==> config.mk <==
export PLATFORM = sky130hd
export DESIGN_NAME = card_status_unit
export DESIGN_NICKNAME = d
export VERILOG_FILES = /design/src/rtl/card_status_unit.sv
export SDC_FILE = /design/constraint.sdc
export NUM_CORES = 1
export LEC_CHECK = 0
export CORE_MARGIN = 2
export CORE_UTILIZATION = 45
export DETAILED_ROUTE_END_ITERATION = 7
export PLACE_DENSITY = 0.74
export SLEW_MARGIN = 20
export SYNTH_ARGS = -nofsm -noshare
export SYNTH_HDL_FRONTEND = slang
export SYNTH_SLANG_ARGS = --single-unit
==> constraint.sdc <==
create_clock -name clk -period 1.7 [get_ports clk]
set_input_delay 0.34 -clock clk [delete_from_list [all_inputs] [get_ports clk]]
set_output_delay 0.34 -clock clk [all_outputs]
set_load 0.01 [all_outputs]
==> src/rtl/card_status_unit.sv <==
module card_status_unit #(
  parameter bit LV_SOCKET = 1'b1
) (
  input  logic        clk,
  input  logic        rst_n,
  input  logic [7:0]  slot_a_pins,
  input  logic [7:0]  slot_b_pins,
  input  logic        reg_wr,
  input  logic [1:0]  reg_addr,
  input  logic [31:0] reg_wdata,
  output logic [31:0] reg_rdata,
  output logic        irq,
  output logic [1:0]  card_present,
  output logic [1:0]  write_prot,
  output logic [1:0]  card_ready,
  output logic [3:0]  batt_volt,
  output logic [3:0]  vs_code,
  output logic [1:0]  card_3v3,
  output logic [1:0]  card_xv
);
  localparam int          HALF     = 16;
  localparam logic [15:0] EN_HALF  = 16'hFFF0;
  localparam logic [7:0]  PLAIN    = 8'hE7;
  localparam logic [7:0]  CD_PAIR  = 8'h18;

  logic [15:0] pins_all;
  logic [1:0]  warm;
  logic        armed, load;
  logic        clr_sel;
  logic [31:0] pin_word, chg_word, en_word;

  assign pins_all = {slot_a_pins, slot_b_pins};
  assign armed    = (warm == 2'd3);
  assign load     = (warm == 2'd2);
  assign clr_sel  = reg_wr && (reg_addr == 2'd1);

  always_ff @(posedge clk or negedge rst_n)
    if (!rst_n)         warm <= 2'd0;
    else if (!armed)    warm <= warm + 2'd1;

  for (genvar g = 0; g < 2; g++) begin : g_slot
    logic [7:0] s1, s2, prev, chg, set8, clr_pin;
    logic       rise, fall, settled, clr_r, clr_f, cd_evt, now_present;

    assign clr_pin     = clr_sel ? reg_wdata[HALF*g+8 +: 8] : 8'h00;
    assign clr_r       = clr_sel & reg_wdata[HALF*g+5];
    assign clr_f       = clr_sel & reg_wdata[HALF*g+4];
    assign now_present = (s2[4:3] == 2'b00);
    assign cd_evt      = armed && (s2[4] == s2[3]) && (now_present != settled);
    assign set8        = (armed ? ((s2 ^ prev) & PLAIN) : 8'h00) | (cd_evt ? CD_PAIR : 8'h00);

    always_ff @(posedge clk or negedge rst_n) begin
      if (!rst_n) begin
        s1      <= '0;
        s2      <= '0;
        prev    <= '0;
        chg     <= '0;
        rise    <= 1'b0;
        fall    <= 1'b0;
        settled <= 1'b0;
      end else begin
        s1   <= pins_all[8*g +: 8];
        s2   <= s1;
        prev <= s2;
        if (load || cd_evt) settled <= now_present;
        chg  <= (chg & ~clr_pin) | set8;
        rise <= (rise & ~clr_r) | (armed & s2[0] & ~prev[0]);
        fall <= (fall & ~clr_f) | (armed & ~s2[0] & prev[0]);
      end
    end

    assign pin_word[HALF*g +: HALF] = {s2, 8'h00};
    assign chg_word[HALF*g +: HALF] = {chg, ~s2[0], s2[0], rise, fall, 4'h0};

    assign card_present[g]   = now_present;
    assign write_prot[g]     = s2[5];
    assign card_ready[g]     = s2[0];
    assign batt_volt[2*g +: 2] = s2[2:1];
    assign vs_code[2*g +: 2]   = s2[7:6];

    if (LV_SOCKET) begin : g_lv
      assign card_3v3[g] = (s2[7:6] == 2'b01);
      assign card_xv[g]  = (s2[7:6] == 2'b10);
    end else begin : g_nolv
      assign card_3v3[g] = 1'b0;
      assign card_xv[g]  = 1'b0;
    end
  end

  always_ff @(posedge clk or negedge rst_n)
    if (!rst_n)                             en_word <= '0;
    else if (reg_wr && reg_addr == 2'd2)    en_word <= reg_wdata & {EN_HALF, EN_HALF};

  always_comb
    case (reg_addr)
      2'd0:    reg_rdata = pin_word;
      2'd1:    reg_rdata = chg_word;
      2'd2:    reg_rdata = en_word;
      default: reg_rdata = 32'h0;
    endcase

  assign irq = |(chg_word & en_word);
endmodule


======== Yosys cells after proc, flatten, opt, wreduce, memory -nomap -nowiden ========
Cells that the tools add are included.
W data, S select, Z words.
operators by class
  add/subtract/negate cells ............... 1
  reductions and logical operators ........ 12
  bitwise gates (word level) .............. 39
  mux-type cells .......................... 7
  equality and inequality tests ........... 12
operators by type and width
  operator               number
  $pmux W32 S3           1
  $and A32 B32 Y32       1
  $mux W8                4
  $reduce_or A32 Y1      1
  $and A1 B1 Y1          16
  $and A8 B8 Y8          2
  $not A8 Y8             2
  $or A8 B5 Y8           2
  $or A8 B8 Y8           2
  $xor A8 B8 Y8          2
  $eq A2 B2 Y1 const B   5
  $mux W5                2
  $not A1 Y1             8
  $eq A2 B1 Y1 const B   3
  $logic_and A1 B1 Y1    6
  $logic_not A2 Y1       3
  $or A1 B1 Y1           4
  $add A2 B1 Y2 const B  1
  $eq A1 B1 Y1           2
  $logic_or A1 B1 Y1     2
  $ne A1 B1 Y1           2
storage, ports and cells
  output and inout port bits .............. 51
  input bits .............................. 53
  register bits after elaboration ......... 96
  word-level logic and storage cells ...... 87

======== Depth between registers and ports, before layout ========
  depth after elaboration ................. 6
  gate-level depth with buffers ........... 5

======== Least setup slack after synthesis ========
No wires, ideal clock.
  path kind ............................... reg2out
  from .................................... reg g_slot[1].s2[0]
  to ...................................... out irq
  slack ................................... 0.083 ns
  path buffers ............................ 1
  stages on the path, launching flop included .. 5
  arrival time ............................ 1.277 ns
  cell sequence ........................... dfrtp_1 -> clkbuf_1 -> mux2i_1 -> nand4_1 -> or3_1
between the ends
  word-level cells in the longest chain between the ends .. 3
ends and longest elaborated chain
  element                 RTL line  text
  from (decl)             42        logic [7:0] s1, s2, prev, chg, set8, clr_pin;
  from (signal assigned)  55        s2 <= '0;
  from (signal assigned)  63        s2 <= s1;
  $not A1 Y1              73        assign chg_word[HALF*g +: HALF] = {chg, ~s2[0], s2[0], rise, fall, 4'h0};
  $and A32 B32 Y32 *      102       assign irq = |(chg_word & en_word);
  $reduce_or A32 Y1 *     102
  to (decl)               12        output logic irq,
Every way passes the cells marked *; elsewhere a longest branch is shown, timed or not.

======== Final worst setup path ========
Same ends and word-level chain as after synthesis.

==> out/results.ini <==
[global_route]
grt_pass1_wl_mm = 15.7
grt_pass1_vias = 3030
grt_max_degree = 93
grt.overflow.total = 0
antenna_found_initial = 0
grt_usage = 0.210

[clock_tree]
cts_buffer_depth = 2
cts_tree = built
path_clk_slew_ns = 0.09
numCtsBuffers = 9
cts-root-buf = clkbuf_8
cts_htree_levels = 3
cts_sinks = 92
clk-insertion-delay-late_ns = 0.37

[yosys]
syn_inst = 320
synth.top_cell.area_share = 0.576
avgSynthCellArea_um2 = 12.5
synth-seq-cells = 92
ys_types = 26
synthTopCellsByArea = dfrtp_1 58%, mux2_4 7.5%, buf_4 4.9%
yosysTopAreaCell = dfrtp_1
yosysSeqAreaShare = 0.576
synthesis.area_mm2 = 0.00400
synth_warnings = 0

[power_and_ir_drop]
p_sw_frac = 0.272
p_int_uw = 3760
clkPwrFrac = 0.289
combinationalPowerShare = 0.221
sequentialPowerShare = 0.490
power_leakage_uw = 0.00264
p_per_area_mw_per_mm2 = 925
p_switching_uw = 1400
ir_drop_mv = 0.410
finalPower_uw = 5170

[route]
drc = 0
vias = 2866
via_per_inst = 4.95
postRouteAntennaNets = 0
post_drt_wl_per_cell_um = 16.5
drt_iter0_drc = 103
routed_wirelength_mm = 9.56
dr.pass1.iters = 4

[layout]
n_antenna_cell = 0
final_common_cell = dfrtp_1
drive_above_1_share = 0.342
instances_no_fill = 579
layout_common_cells = 91 x dfrtp_1, 65 x buf_4, 48 x clkdlybuf4s50_1
syn2layout_area_growth_pct = 39.7
nFillCells = 696
nets = 523

[floorplan]
start_util = 0.460
dieHeight_um = 98.2
num_rows = 34
die_w_um = 98.2
die-area_mm2 = 0.00965
pin_count = 104
core_area_mm2 = 0.00868

[timing]
setup_viol = 2
timing.fmax_ghz = 0.496
period_needed_ns = 2.02
finalHoldViolCount = 0
drv_slew = 0
setup-tns-final_ns = -0.363
fin_crit_sh = 1.19
clock_skew_ns = 0.00525
hold_ws_ns = 0.00121
setup_ws_ns = -0.317
rsz0062_at_grt = yes

[flow_run]
maxCapViolations = 0

[setup_path]
end_kind = primary output
path_cells = mux2i_1 -> nand4_1 -> or3_4 -> buf_6
crit_type = reg -> out
reg2reg_to = g_slot[1].settled
worstRegToRegCells = 4
critPathRequiredTime_ns = 1.36
worstSetupStartpointType = register
critPathMaxStageDelay_ns = 0.43
r2r-start = warm[0]
crit_arrival_ns = 1.68
ff2ff_setup_slack_ns = 0.32
critical-path-slowest-cell = dfrtp_1
cp_max_fo = 2

[hold_path]
hold_path.class = in -> async

[place]
place_congestion = 0.846
numPlacedInstances = 549
dpl.hpwl_mm = 6.62
port_buffers = 87

[run_status]
outcome = finished with violations
violations = negative setup slack

## power groups by stage
stage                     registers [uW]  clock network, uW  logic, uW
after global placement              2560                  0       1120
after CTS                           2530               1520       1140
after detailed placement            2570                  0       1140
after global routing                2560               1620       1240
final                               2530               1490       1140
after floorplan                     2550                  0        506
## how the worst max path moves through the flow
stage	from	end	slack, ns	cells past startpoint
floorplan	g_slot[1].s2[0]	irq	0.08	4
global placement	reg_addr[1]	reg_rdata[4]	-0.72	6
detailed placement	reg_addr[0]	reg_rdata[30]	-0.74	5
CTS	en_word[26]	irq	-0.35	4
global route	en_word[24]	irq	-0.39	4
finish	g_slot[1].s2[0]	irq	-0.32	4
## registers in the layout, indices dropped and copies added (netlist names)
name            count
en_word            24
g_slot.chg         16
g_slot.s1          16
g_slot.s2          16
g_slot.prev        12
g_slot.fall         2
g_slot.rise         2
g_slot.settled      2
warm                2
## layout make-up
class,instances,area (um2),share of cell area
flip-flops and latches,92,2300,0.413
inverters,9,33.8,0.00605
clock buffers,9,124,0.0222
multi-input cells,189,1490,0.267
clock inverters,7,73.8,0.0132
well taps,108,135,0.0242
repair buffers,165,1420,0.254
## cells by family (layout without fill, tap and decap cells)
family	after synthesis	after routing	synth area share
adder cells (fa/ha/maj)	4	4	0.0125
multiplexers	44	44	0.137
other	1	8	0.000939
AO/OA/AOI/OAI	55	55	0.0958
buffers and inverters	46	190	0.0730
XOR/XNOR	15	15	0.0329
AND/OR/NAND/NOR	63	63	0.0714
flip-flops	92	92	0.576
## worst max-delay path, delay by kind of cell, from the launching register on
kind          cells  cell delay (ns)
mux               1             0.22
simple gates      2             0.53
flops             1             0.43
buf+inv           1             0.13
## synth_stat cells
| cell type | instances |
|---|---|
| dfrtp_1 | 92 |
| nand2_1 | 45 |
| buf_4 | 26 |
| o21ai_0 | 23 |
| mux2_4 | 20 |
| a22o_1 | 18 |
| mux2i_1 | 18 |
| xor2_1 | 14 |
| a22oi_1 | 10 |
| inv_1 | 9 |
| nor2b_1 | 8 |
| mux2_2 | 6 |
| buf_2 | 5 |
| clkbuf_1 | 4 |
| ha_1 | 4 |
| o2bb2ai_1 | 4 |
| nand4_1 | 3 |
| buf_6 | 2 |
| nor2_1 | 2 |
| and3b_1 | 1 |
| conb_1 | 1 |
| nand2_4 | 1 |
| nand2b_1 | 1 |
| nand3b_1 | 1 |
| or3_1 | 1 |
| xnor2_1 | 1 |
## stage by stage
step	setup WS, ns	cell area, um2	utilization
3_5_place_dp	-0.736	5300	0.611
5_1_grt	-0.393	5580	0.643
3_3_place_gp	-0.725	5300	0.611
2_1_floorplan	0.0830	4020	-
6_report	-0.317	5580	0.643
4_1_cts	-0.354	5550	0.639
## what timing repair did
action / 4_1_cts / 5_1_grt
setup endpoints to repair: 40 / 21
resized for setup: 134 / 26
hold buffers: 0 / 0
setup buffers: 12 / 9
pin swaps: 6 / 8
endpoints found under the hold margin: 0 / 0
## routing by layer
metal  vias up  routed length (um)  GRT usage
met4         0                 158     0.0643
li1       1357                   -          -
met2        74                4630      0.329
met3        13                 431     0.0551
met5         -                   0          0
met1      1422                4350      0.291
Note: power is estimated with default switching activity, not from simulation.
